$ cat src/rtl/picc_pkg.sv
package picc_pkg;

    localparam int LVL_W  = 3;
    localparam int BYTE_W = 1 << LVL_W;

    // bit positions in command and init bytes
    localparam int RESTART_BIT = 4;
    localparam int KIND_BIT    = 3;
    localparam int SOLO_BIT    = 1;
    localparam int WANT4_BIT   = 0;

    typedef logic [BYTE_W-1:0] byte_t;
    typedef logic [LVL_W-1:0]  lvl_t;

    typedef enum logic [2:0] {
        SEQ_IDLE,
        SEQ_WANT2,
        SEQ_WANT3,
        SEQ_WANT4,
        SEQ_READY
    } seq_t;

    typedef enum logic [2:0] {
        CK_NONE,
        CK_RESTART,
        CK_EOI_LOW,
        CK_EOI_LVL,
        CK_SELECT,
        CK_BAD
    } cmd_kind_t;

    function automatic byte_t lowest_only(input byte_t v);
        return v & (~v + byte_t'(1));
    endfunction

    function automatic seq_t after_word2(input byte_t w1);
        if (!w1[SOLO_BIT])      return SEQ_WANT3;
        else if (w1[WANT4_BIT]) return SEQ_WANT4;
        else                    return SEQ_READY;
    endfunction

    function automatic seq_t after_word3(input byte_t w1);
        return w1[WANT4_BIT] ? SEQ_WANT4 : SEQ_READY;
    endfunction

endpackage

$ cat src/rtl/picc_cmd_classify.sv
module picc_cmd_classify
    import picc_pkg::*;
(
    input  logic      wr,
    input  byte_t     data,
    input  logic      is_ready,
    output cmd_kind_t kind
);

    always_comb begin
        kind = CK_NONE;
        if (wr) begin
            if (data[RESTART_BIT]) begin
                kind = CK_RESTART;
            end else if (!is_ready) begin
                kind = CK_BAD;
            end else if (data[KIND_BIT]) begin
                kind = CK_SELECT;
            end else begin
                // bits 7:5 : rotate, specific, end-of-interrupt
                case (data[7:5])
                    3'b001:  kind = CK_EOI_LOW;
                    3'b011:  kind = CK_EOI_LVL;
                    default: kind = CK_BAD;
                endcase
            end
        end
    end

endmodule

$ cat src/rtl/picc_eoi_unit.sv
module picc_eoi_unit
    import picc_pkg::*;
(
    input  cmd_kind_t kind,
    input  lvl_t      level,
    input  byte_t     svc,
    output byte_t     clr
);

    always_comb begin
        case (kind)
            CK_EOI_LOW: clr = lowest_only(svc);
            CK_EOI_LVL: clr = byte_t'(1) << level;
            default:    clr = '0;
        endcase
    end

endmodule

$ cat src/rtl/picc_init_seq.sv
module picc_init_seq
    import picc_pkg::*;
(
    input  logic  clk,
    input  logic  rst,
    input  logic  restart,
    input  byte_t restart_byte,
    input  logic  dat_stb,
    input  byte_t dat_byte,
    output seq_t  state,
    output byte_t word1,
    output byte_t word2,
    output byte_t word3,
    output byte_t word4,
    output byte_t mask,
    output logic  dat_err
);

    always_comb begin
        dat_err = 1'b0;
        if (dat_stb && !restart) begin
            case (state)
                SEQ_WANT2, SEQ_WANT3, SEQ_WANT4, SEQ_READY: dat_err = 1'b0;
                default:                                    dat_err = 1'b1;
            endcase
        end
    end

    always_ff @(posedge clk) begin
        if (rst) begin
            state <= SEQ_IDLE;
            word1 <= '0;
            word2 <= '0;
            word3 <= '0;
            word4 <= '0;
            mask  <= '1;
        end else if (restart) begin
            word1 <= restart_byte;
            state <= SEQ_WANT2;
        end else if (dat_stb) begin
            case (state)
                SEQ_WANT2: begin
                    word2 <= dat_byte;
                    state <= after_word2(word1);
                end
                SEQ_WANT3: begin
                    word3 <= dat_byte;
                    state <= after_word3(word1);
                end
                SEQ_WANT4: begin
                    word4 <= dat_byte;
                    state <= SEQ_READY;
                end
                SEQ_READY: mask <= dat_byte;
                default: ;
            endcase
        end
    end

    // a restart byte always leads to expecting word 2
    a_r2_restart_to_word2: assert property (@(posedge clk) disable iff (rst)
        restart |=> state == SEQ_WANT2);

    // data write while idle keeps the sequencer and mask
    a_r10_idle_data_ignored: assert property (@(posedge clk) disable iff (rst)
        (dat_stb && !restart && state == SEQ_IDLE) |=> (state == SEQ_IDLE && $stable(mask)));

    // the mask moves only after a data write in the ready state
    a_r4_mask_source: assert property (@(posedge clk) disable iff (rst)
        !$stable(mask) |-> ($past(state) == SEQ_READY && $past(dat_stb) && !$past(restart)));

endmodule

$ cat src/rtl/picc_cmd_if.sv
module picc_cmd_if
    import picc_pkg::*;
(
    input  logic                 clk,
    input  logic                 rst,
    input  logic                 cmd_wr,
    input  logic                 cmd_rd,
    input  logic [BYTE_W-1:0]    cmd_wdata,
    output logic [BYTE_W-1:0]    cmd_rdata,
    input  logic                 dat_wr,
    input  logic                 dat_rd,
    input  logic [BYTE_W-1:0]    dat_wdata,
    output logic [BYTE_W-1:0]    dat_rdata,
    input  logic [BYTE_W-1:0]    req_in,
    input  logic [BYTE_W-1:0]    svc_in,
    output logic [BYTE_W-1:0]    svc_clr,
    output logic                 err,
    output logic                 ready,
    output logic [BYTE_W-1:0]    init_word1,
    output logic [BYTE_W-1:0]    init_word2,
    output logic [BYTE_W-1:0]    init_word3,
    output logic [BYTE_W-1:0]    init_word4,
    output logic [BYTE_W-1:0]    irq_mask,
    output logic [BYTE_W-1:0]    last_eoi_cmd,
    output logic [BYTE_W-1:0]    read_sel_cmd
);

    cmd_kind_t kind;
    seq_t      state;
    byte_t     clr_next;
    logic      dat_err;
    logic      dat_stb;

    assign ready   = (state == SEQ_READY);
    assign dat_stb = dat_wr && !cmd_wr;

    picc_cmd_classify u_classify (
        .wr       (cmd_wr),
        .data     (cmd_wdata),
        .is_ready (ready),
        .kind     (kind)
    );

    picc_init_seq u_seq (
        .clk          (clk),
        .rst          (rst),
        .restart      (kind == CK_RESTART),
        .restart_byte (cmd_wdata),
        .dat_stb      (dat_stb),
        .dat_byte     (dat_wdata),
        .state        (state),
        .word1        (init_word1),
        .word2        (init_word2),
        .word3        (init_word3),
        .word4        (init_word4),
        .mask         (irq_mask),
        .dat_err      (dat_err)
    );

    picc_eoi_unit u_eoi (
        .kind  (kind),
        .level (cmd_wdata[LVL_W-1:0]),
        .svc   (svc_in),
        .clr   (clr_next)
    );

    always_ff @(posedge clk) begin
        if (rst) begin
            last_eoi_cmd <= '0;
            read_sel_cmd <= '0;
            svc_clr      <= '0;
            err          <= 1'b0;
        end else begin
            svc_clr <= clr_next;
            err     <= (kind == CK_BAD) || dat_err;
            if (kind == CK_EOI_LOW || kind == CK_EOI_LVL) last_eoi_cmd <= cmd_wdata;
            if (kind == CK_SELECT)                        read_sel_cmd <= cmd_wdata;
        end
    end

    always_ff @(posedge clk) begin
        if (rst) begin
            cmd_rdata <= '0;
            dat_rdata <= '0;
        end else begin
            if (cmd_rd) begin
                case (read_sel_cmd[1:0])
                    2'b10:   cmd_rdata <= req_in;
                    2'b11:   cmd_rdata <= svc_in;
                    default: cmd_rdata <= '0;
                endcase
            end
            if (dat_rd) dat_rdata <= irq_mask;
        end
    end

    // at most one in-service bit cleared per command
    a_r6_clear_onehot: assert property (@(posedge clk) disable iff (rst)
        $onehot0(svc_clr));

    // lowest-bit clear only targets a bit that was in service
    a_r6_low_targets_set_bit: assert property (@(posedge clk) disable iff (rst)
        (kind == CK_EOI_LOW) |=> ((svc_clr & ~$past(svc_in)) == '0));

    // command without restart bit before ready raises the error
    a_r9_early_cmd_flags: assert property (@(posedge clk) disable iff (rst)
        (cmd_wr && !cmd_wdata[RESTART_BIT] && !ready) |=> err);

    // every error pulse follows a write
    a_r11_err_after_write: assert property (@(posedge clk) disable iff (rst)
        err |-> ($past(cmd_wr) || $past(dat_wr)));

    // a rejected command stores nothing and clears nothing
    a_r8_bad_no_effect: assert property (@(posedge clk) disable iff (rst)
        (kind == CK_BAD) |=> ($stable(last_eoi_cmd) && $stable(read_sel_cmd) && svc_clr == '0));

endmodule

$ cat config.mk
export PLATFORM = sky130hd
export DESIGN_NAME = picc_cmd_if
export DESIGN_NICKNAME = d
export VERILOG_FILES = /design/src/rtl/picc_pkg.sv /design/src/rtl/picc_cmd_classify.sv /design/src/rtl/picc_eoi_unit.sv /design/src/rtl/picc_init_seq.sv /design/src/rtl/picc_cmd_if.sv
export SDC_FILE = /design/constraint.sdc
export NUM_CORES = 1
export LEC_CHECK = 0
export BUFFER_PORTS_ARGS = -buffer_cell sky130_fd_sc_hd__buf_2
export CORE_ASPECT_RATIO = 1.5
export CORE_MARGIN = 5
export CORE_UTILIZATION = 35
export DETAILED_ROUTE_END_ITERATION = 12
export HOLD_SLACK_MARGIN = 0.08
export PLACE_DENSITY_LB_ADDON = 0.15
export SLEW_MARGIN = 0
export SYNTH_ARGS = -nofsm -noshare
export SYNTH_HDL_FRONTEND = slang
export SYNTH_SLANG_ARGS = --single-unit
$ cat constraint.sdc
create_clock -name clk -period 1.5 [get_ports clk]
set_input_delay 0 -clock clk [delete_from_list [all_inputs] [get_ports clk]]
set_output_delay 0 -clock clk [all_outputs]
set_load 0.05 [all_outputs]
---- After elaboration in Yosys (flattened, before gate mapping) ----
Index checks and enable logic that the tools add are counted.
operators by class
  add/subtract/negate cells ............... 1
  eq/ne operators ......................... 13
  shifts and indexed selects .............. 1
  multiplexer cells ....................... 14
  bitwise operators ....................... 3
  reductions and logical operators ........ 17
operators with widths
  kind                                                                count
  8-bit case mux with 2 select lines                                  2
  3-bit two-way mux                                                   6
  3-bit by 2-bit == test with 1-bit output (second input constant)    5
  3-bit AND reduction                                                 4
  3-bit by 1-bit == test with 1-bit output (second input constant)    3
  3-bit == test (second input constant)                               3
  3-bit case mux with 3 select lines                                  1
  8-bit by 1-bit adder with 8-bit output (second input constant)      1
  8-bit AND                                                           1
  8-bit inverter                                                      1
  1-bit by 3-bit left shift with 8-bit output (first input constant)  1
  3-bit case mux with 2 select lines                                  1
  2-bit == test (second input constant)                               2
  1-bit two-way mux                                                   4
  2-bit AND reduction                                                 2
  4-bit nonzero test                                                  1
  4-bit OR reduction                                                  1
  3-bit nonzero test                                                  1
  1-bit logical AND                                                   2
  1-bit zero test                                                     2
  1-bit logical OR                                                    2
  2-bit nonzero test                                                  1
  2-bit OR reduction                                                  1
  1-bit inverter                                                      1
word-level totals
  register bits ........................... 84
  bits of input ports ..................... 38
  output and inout port bits .............. 82
  logic and storage cells ................. 62

---- Depth between registers and ports, before layout ----
Gate-level depths: netlist of run 1.
  depth in word-level cells ............... 11
  gate-level depth with buffers ........... 7
  mapped depth without buffers ............ 4

---- Modules after synthesis ----
A second synthesis of run 1 with hierarchy kept.
second synthesis, totals
  cells, all modules ...................... 371
  area total of the unflattened synthesis .. 3540.9 µm²
by module, submodules not included
  module             instances  cells an instance  area an instance (µm²)  seq. area each (µm²)
  picc_init_seq      1          178                1806.7                  860.8
  picc_cmd_if        1          158                1465.2                  820.8
  picc_eoi_unit      1          28                 209.0                   0.0
  picc_cmd_classify  1          7                  60.1                    0.0

---- Worst setup path after synthesis of run 1 ----
Ideal clock, no wire load.
  kind .................................... register to register
  from .................................... reg u_seq.state[1]
  to ...................................... reg svc_clr[1]
  setup time .............................. 0.070 ns
  data arrival time ....................... 1.729 ns
  required time ........................... 1.430 ns
  setup slack ............................. -0.299 ns
  stages on the path, launching flop included .. 8
  cells stage by stage .................... dfxtp_1 > buf_6 > nor3b_4 > and4b_1 > buf_6 > nand2b_4 > buf_6 > a21oi_1
on the way
  cells in the longest elaborated chain, start to end .. 6
  elaborated cells on any way between the ends .. 7
  those cells by class .................... eq/ne: 3; mux: 4
ends and longest elaborated chain
  element                                   RTL line                 text
  start: declaration                        picc_init_seq.sv:10      output seq_t state,
  start signal: assignment                  picc_init_seq.sv:44      state <= after_word2(word1);
  start signal: assignment                  picc_init_seq.sv:48      state <= after_word3(word1);
  3-bit == test (*)                         picc_cmd_if.sv:34        assign ready = (state == SEQ_READY);
  net ready                                 picc_cmd_if.sv:18        output logic ready,
  3-bit two-way mux (*)                     picc_cmd_classify.sv:15  end else if (!is_ready) begin
  3-bit two-way mux (*)                     picc_cmd_classify.sv:13  if (data[RESTART_BIT]) begin
  3-bit two-way mux (*)                     picc_cmd_classify.sv:12  if (wr) begin
  3-bit by 2-bit == test with 1-bit output  picc_eoi_unit.sv:11      case (kind)
  8-bit case mux with 2 select lines (*)    picc_eoi_unit.sv:11
  end signal: assignment                    picc_cmd_if.sv:74        svc_clr <= clr_next;
  end: declaration                          picc_cmd_if.sv:16        output logic [BYTE_W-1:0] svc_clr,
The timed path passes the listed nets; every way through them passes the cells marked *.
A chain may end at the register's enable or synchronous reset.

---- Worst setup path after layout of run 1 ----
  from .................................... in cmd_wdata[3]
  to ...................................... reg svc_clr[2]
on the way
  cells in the longest elaborated chain, start to end .. 6
  elaborated cells on any way between the ends .. 7
  those cells by class .................... eq/ne: 2; mux: 5
ends and longest elaborated chain
  element                                   RTL line                 text
  start: declaration                        picc_cmd_if.sv:8         input logic [BYTE_W-1:0] cmd_wdata,
  3-bit two-way mux (*)                     picc_cmd_classify.sv:17  end else if (data[KIND_BIT]) begin
  3-bit two-way mux (*)                     picc_cmd_classify.sv:15
  3-bit two-way mux (*)                     picc_cmd_classify.sv:13
  3-bit two-way mux (*)                     picc_cmd_classify.sv:12
  3-bit by 2-bit == test with 1-bit output  picc_eoi_unit.sv:11
  8-bit case mux with 2 select lines (*)    picc_eoi_unit.sv:11
Mark *: on every way between the ends. The rest lies on a longest branch, timed or not.

==> out/metrics.yaml, run 1 <==
fmax_mhz: 683.0
fin_ws_ps: 35.85
grt_pass1_vias: 3019
fin_util: 0.5009
cp_max_fo: 8
power_w: 0.004787
viasPerCell: 4.786
routedWlPerCell_um: 14.52
syn_inst: 362
min_period_ps: 1464
worstSetupPathType: "in2reg"
yosysSeqAreaShare: 0.5097
yosys.area_share.simple: 0.2480
async_reset_ff_frac: 0
die_area_um2: 11510
num_vias: 2996
cts_tree: "yes"
worst_ir_drop_vdd_mv: 0.6544
synth-compound-area-share: 0.08115
clkTransAtPathRegs_ps: 60
hold_viol_final: 0
wirelength_um: 9092
antenna_found_initial: 0
diodes: 0
port-buffer-count: 119
synth_top_family_by_area: "simple AND/OR/NAND/NOR gates"
drtIter0Drc: 101
rsz0062_at_grt: "false"
yosysTopAreaCell: "dfxtp_1"
syn_area_um2: 3299
crit_path_start_kind: "input port"
yosys_warnings: 0
final_cell_mix: "buf_2 (118), dfxtp_1 (83), nand2_1 (55), nor2_1 (52), a21oi_1 (33)"
hold_path_class: "in2reg"
synth_nets: 400
stdcell_count: 626
synthMuxAreaShare: 0.1183
synthTopCellsByArea: "dfxtp_1 (51%), mux2i_1 (9.1%), nand2_1 (6.3%), nor2_1 (5.9%), a21oi_1 (5.5%)"
cts_root_buf: "clkbuf_16"
dp_cells: 580
worst_pin_slew_ps: 530.2
maxCapViolCount: 0
drc: 0
layout_commonest_cell: "buf_2"
end_kind: "register"
placeableCoreArea_um2: 9254
setup_viol: 0
cts_buffers: 9
critPathRequiredTime_ps: 1760
cts_buffer_depth: 2
drive_gt1_frac: 0.3191
leakage_nw: 2.167
grtUsageTotal: 0.1623
first_pass_iters: 4
synthAdderAreaFrac: 0
synth_xor_area_frac: 0.002655
grt_max_degree: 42
synthToLayoutAreaGrowth_pct: 40.50
n_fill_cell: 914
nNetsFinal: 548
die_w_um: 89.28
skew_ps: 4.558
syn-mean-instance-area_um2: 9.114
maxSlewHeadroom: 0.6465
grt.overflow.total: 0
io-pin-count: 120
insertion_delay_ps: 330
ff_latch_area_um2: 1683
status: "completed"
ys_types: 40
start_util: 0.3565
postCtsSetupRepairBufs: 0
synth_edf_count: 0
dp.final_hpwl_um: 6692
critPathArrivalTime_ps: 1730
fp.dieH_um: 128.9
slew_violations: 0
ys_ff_latch: 84
synth_top_area_frac: 0.5097
ant_nets: 0
grt_pass1_wl_um: 14520
post-place-ws_ps: 129.2
yosys_most_used_dff: "dfxtp_1"
cts_htree_levels: 3
rows: 43
gp_congestion: 0.7721
multi_input_area_um2: 1509
cts_sinks: 84
period_share: 0.9761
powerDensity_nw_per_um2: 1033
timing repair:
item	CTS	global route
endpoints found under the hold margin	62	0
endpoints found under the setup margin	0	24
gates resized for setup	0	8
hold buffers	31	0
cell type report:
cell class,instances,area share
Sequential cell,84,0.3630
Multi-Input combinational cell,251,0.3255
Timing Repair Buffer,162,0.2216
Clock buffer,11,0.05236
Tap cell,112,0.03023
Clock inverter,4,0.005668
Inverter,2,0.001619
logic make-up (layout without fill, tap and decap cells):
kind of cell,count (synthesis),in the layout
AO/OA/AOI/OAI,48,48
AND/OR/NAND/NOR,164,164
XOR/XNOR,1,1
buffers and inverters,27,179
multiplexers,38,38
flip-flops,84,84
routing by layer:
layer	vias to the layer above	GRT usage	part of all wire
met5	-	0	0
met4	0	0.06135	0.023
met3	14	0.05317	0.072
met2	89	0.2835	0.50
met1	1376	0.1790	0.40
li1	1517	-	-
path summary, 6_finish.rpt:
check                                    start        endpoint  slack, ps  cells past startpoint
worst max-delay path              cmd_wdata[3]      svc_clr[2]         40                      6
worst min-delay path                    cmd_rd    cmd_rdata[7]         80                      4
worst max register to register  u_seq.state[2]  u_seq.word3[2]        150                      6
worst min register to register  u_seq.word1[5]  u_seq.word1[5]        450                      2
worst max-delay path, cell delays in order:
cell and delay [ps]:
dlygate4sd3_1 530, buf_2 170, o21ba_2 260, buf_4 170, or4b_1 480, a21oi_2 120
per-stage QoR:
step                TNS (ps)  hold slack, ps  instance area (µm²)
finish                     0           82.74                 4636
global route               0           103.2                 4636
CTS                        0           81.58                 4608
detailed placement         0           280.1                 4029
global placement           0           279.4                 4029
floorplan              -6921           120.9                 3308
cell usage after synthesis, types with 4 or more instances:
cell       n
a21oi_1   36
buf_2      4
clkbuf_1  16
dfxtp_1   84
mux2_2     8
mux2i_1   30
nand2_1   55
nand3_1    7
nand3b_1  12
nand4b_1   6
nor2_1    52
nor2b_1   11
nor3b_1    6
sequential cells by signal, indices dropped and copies added, names as in the netlist:
register and flops:
cmd_rdata 8, dat_rdata 8, err 1, last_eoi_cmd 8
read_sel_cmd 8, svc_clr 8, u_seq.mask 8, u_seq.state 3
u_seq.word1 8, u_seq.word2 8, u_seq.word3 8, u_seq.word4 8
power by group:
group,switching (W),internal (W),total [W],leakage [nW]
clock network,0.000849,0.00115,0.00200,0.131
logic,0.000304,0.000193,0.000497,1.35
registers,0.0000200,0.00227,0.00229,0.682
Power figures use the tool's default switching activity.
==> run 2: changes to the inputs <==
==> constraint.sdc (replaced) <==
create_clock -name clk -period 1.64 [get_ports clk]
set_input_delay 0 -clock clk [delete_from_list [all_inputs] [get_ports clk]]
set_output_delay 0 -clock clk [all_outputs]
set_load 0.05 [all_outputs]
==> run 2 against run 1 <==
Compared with the run above: power fell by 2.9%; register-to-register slack better by 30 ps; utilization up 0.095 points; combinational power decreased by 9.1%; clock-buffer cell count is 1 higher; global-route usage rose by 0.22 points; via count up 1.8%; clock skew shrank 0.70 ps; cell area up 0.19%; routed wire length rose by 3.4%; critical endpoint unchanged; hold slack about the same; critical path depth grew 1.
==> out/metrics.yaml, run 2 (synthesis gave the netlist of run 1 again) <==
status: "completed"
num_vias: 3049  # +1.8%
power_w: 0.004648  # -2.9%
crit_path_start_kind: "input port"
grt.overflow.total: 0  # unchanged
rows: 43  # unchanged
setup_viol: 0  # unchanged
drtIter0Drc: 72  # -29%
viasPerCell: 4.855  # +1.4%
critPathArrivalTime_ps: 1830  # +100 ps
nNetsFinal: 549  # +0.18%
start_util: 0.3565  # unchanged
fp.dieH_um: 128.9  # unchanged
fmax_mhz: 640.5
routedWlPerCell_um: 14.98  # +3.1%
first_pass_iters: 4  # unchanged
postCtsSetupRepairBufs: 0  # unchanged
ff2ff_setup_slack_ps: 180  # +30 ps
port-buffer-count: 119  # unchanged
hold_start: "rst"
synthToLayoutAreaGrowth_pct: 40.77
multi_input_area_um2: 1489  # -1.3%
reg2regPathDepth: 5  # -1
skew_ps: 3.862  # -0.6968 ps
cp_max_fo: 7  # -1
worst_ir_drop_vdd_mv: 0.6748  # +3.1%
rr_startpoint: "u_seq.state[2]"
cts_root_buf: "clkbuf_16"
post-place-ws_ps: 185.4  # +56.23 ps
cts_tree: "yes"
clkTransAtPathRegs_ps: 60  # about the same
die_w_um: 89.28  # unchanged
critPathRequiredTime_ps: 1900  # +140 ps
grt_max_degree: 34  # -19%
end_kind: "register"
whs_endpoint: "read_sel_cmd[3]"
min_period_ps: 1561
period_share: 0.9521
cts_htree_levels: 3  # unchanged
worst_pin_slew_ps: 510.1  # -20.06 ps
insertion_delay_ps: 330  # about the same
r2r_end: "last_eoi_cmd[5]"
hold_viol_final: 0  # unchanged
slew_violations: 0  # unchanged
hold_path_class: "in2reg"
maxCapViolCount: 0  # unchanged
die_area_um2: 11510  # unchanged
gp_congestion: 0.7918  # +2.6%
final_cell_mix: "buf_2 (119), dfxtp_1 (84), nand2_1 (55), nor2_1 (52), a21oi_1 (35)"
cts_buffer_depth: 2  # unchanged
ff_latch_area_um2: 1682  # about the same
maxSlewHeadroom: 0.6592  # +0.01267
powerDensity_nw_per_um2: 1001  # -3.1%
antenna_found_initial: 0  # unchanged
whs_path_depth: 2  # -2
layout_commonest_cell: "buf_2"
fin_ws_ps: 78.61  # +42.75 ps
n_fill_cell: 938  # +2.6%
fin_util: 0.5019  # +0.0009470
diodes: 0  # unchanged
cts_buffers: 9  # unchanged
grtUsageTotal: 0.1645  # +0.002239
worstSetupPathType: "in2reg"
grt_pass1_vias: 3044  # +0.83%
ant_nets: 0  # unchanged
cts_sinks: 84  # unchanged
drive_gt1_frac: 0.3062  # -0.01286
drc: 0  # unchanged
grt_pass1_wl_um: 14680  # +1.1%
rsz0062_at_grt: "false"
placeableCoreArea_um2: 9254  # unchanged
wirelength_um: 9405  # +3.4%
io-pin-count: 120  # unchanged
leakage_nw: 2.183  # +0.76%
dp.final_hpwl_um: 6898  # +3.1%
run 2: cell count changes in the layout (fill, tap and decap cells not counted), sizes merged:
| cell | before | now |
|---|---|---|
| bufinv | 0 | 2 |
| clkinv | 3 | 2 |
| buf | 131 | 132 |
| clkbuf | 11 | 12 |
| clkinvlp | 1 | 0 |
run 2: area by class of cell:
class | instances | area share
clock buffer | 12 | 0.05092
inverter | 2 | 0.001616
tap | 112 | 0.03017
multi-input combinational | 251 | 0.3206
clock inverter | 4 | 0.01589
timing repair buffer | 163 | 0.2187
sequential | 84 | 0.3621
run 2: worst max-delay path, cell delays in order:
cell,delay [ps]
dlygate4sd3_1,530
buf_2,140
nor3b_1,150
o21ba_2,240
buf_4,170
or4b_1,460
a21oi_1,140
run 2: power breakdown:
| part | internal [W] | total [W] | switching [W] | leakage (nW) |
|---|---|---|---|---|
| clock | 0.00133 | 0.00210 | 0.000769 | 0.151 |
| sequential | 0.00207 | 0.00209 | 0.0000187 | 0.681 |
| combinational | 0.000174 | 0.000452 | 0.000278 | 1.35 |
run 2: timing repair:
item | CTS | global route
endpoints found under the setup margin | 0 | 1
hold buffers | 31 | 0
endpoints found under the hold margin | 64 | 0
gates resized for setup | 0 | 1
run 2: worst max path at each step:
| stage | start | to | slack (ps) | cells past startpoint |
|---|---|---|---|---|
| finish | cmd_wdata[5] | svc_clr[2] | 80 | 7 |
| global route | cmd_wdata[5] | svc_clr[2] | 10 | 7 |
| CTS | cmd_wdata[5] | svc_clr[2] | 90 | 7 |
| detailed placement | u_seq.state[2] | last_eoi_cmd[5] | 190 | 5 |
| global placement | u_seq.state[1] | last_eoi_cmd[5] | 220 | 5 |
| floorplan | u_seq.state[1] | read_sel_cmd[1] | -120 | 6 |
run 2: per-layer routing:
metal / part of all wire / GRT usage / wire, µm
met5: 0 / 0 / 0
met4: 0.025 / 0.08414 / 233
met3: 0.063 / 0.03267 / 597
met2: 0.52 / 0.2940 / 4921
met1: 0.39 / 0.1787 / 3653
run 2: metrics by stage:
step / setup TNS [ps] / instances / hold WS, ps / cell area [µm²]
after global routing: 0 / 628 / 106.2 / 4644
final: 0 / 628 / 82.37 / 4644
after CTS: 0 / 628 / 80.98 / 4644
after detailed placement: 0 / 581 / 291.1 / 4024
after floorplan: -1844 / 362 / 120.9 / 3308
after global placement: 0 / 581 / 280.9 / 4024
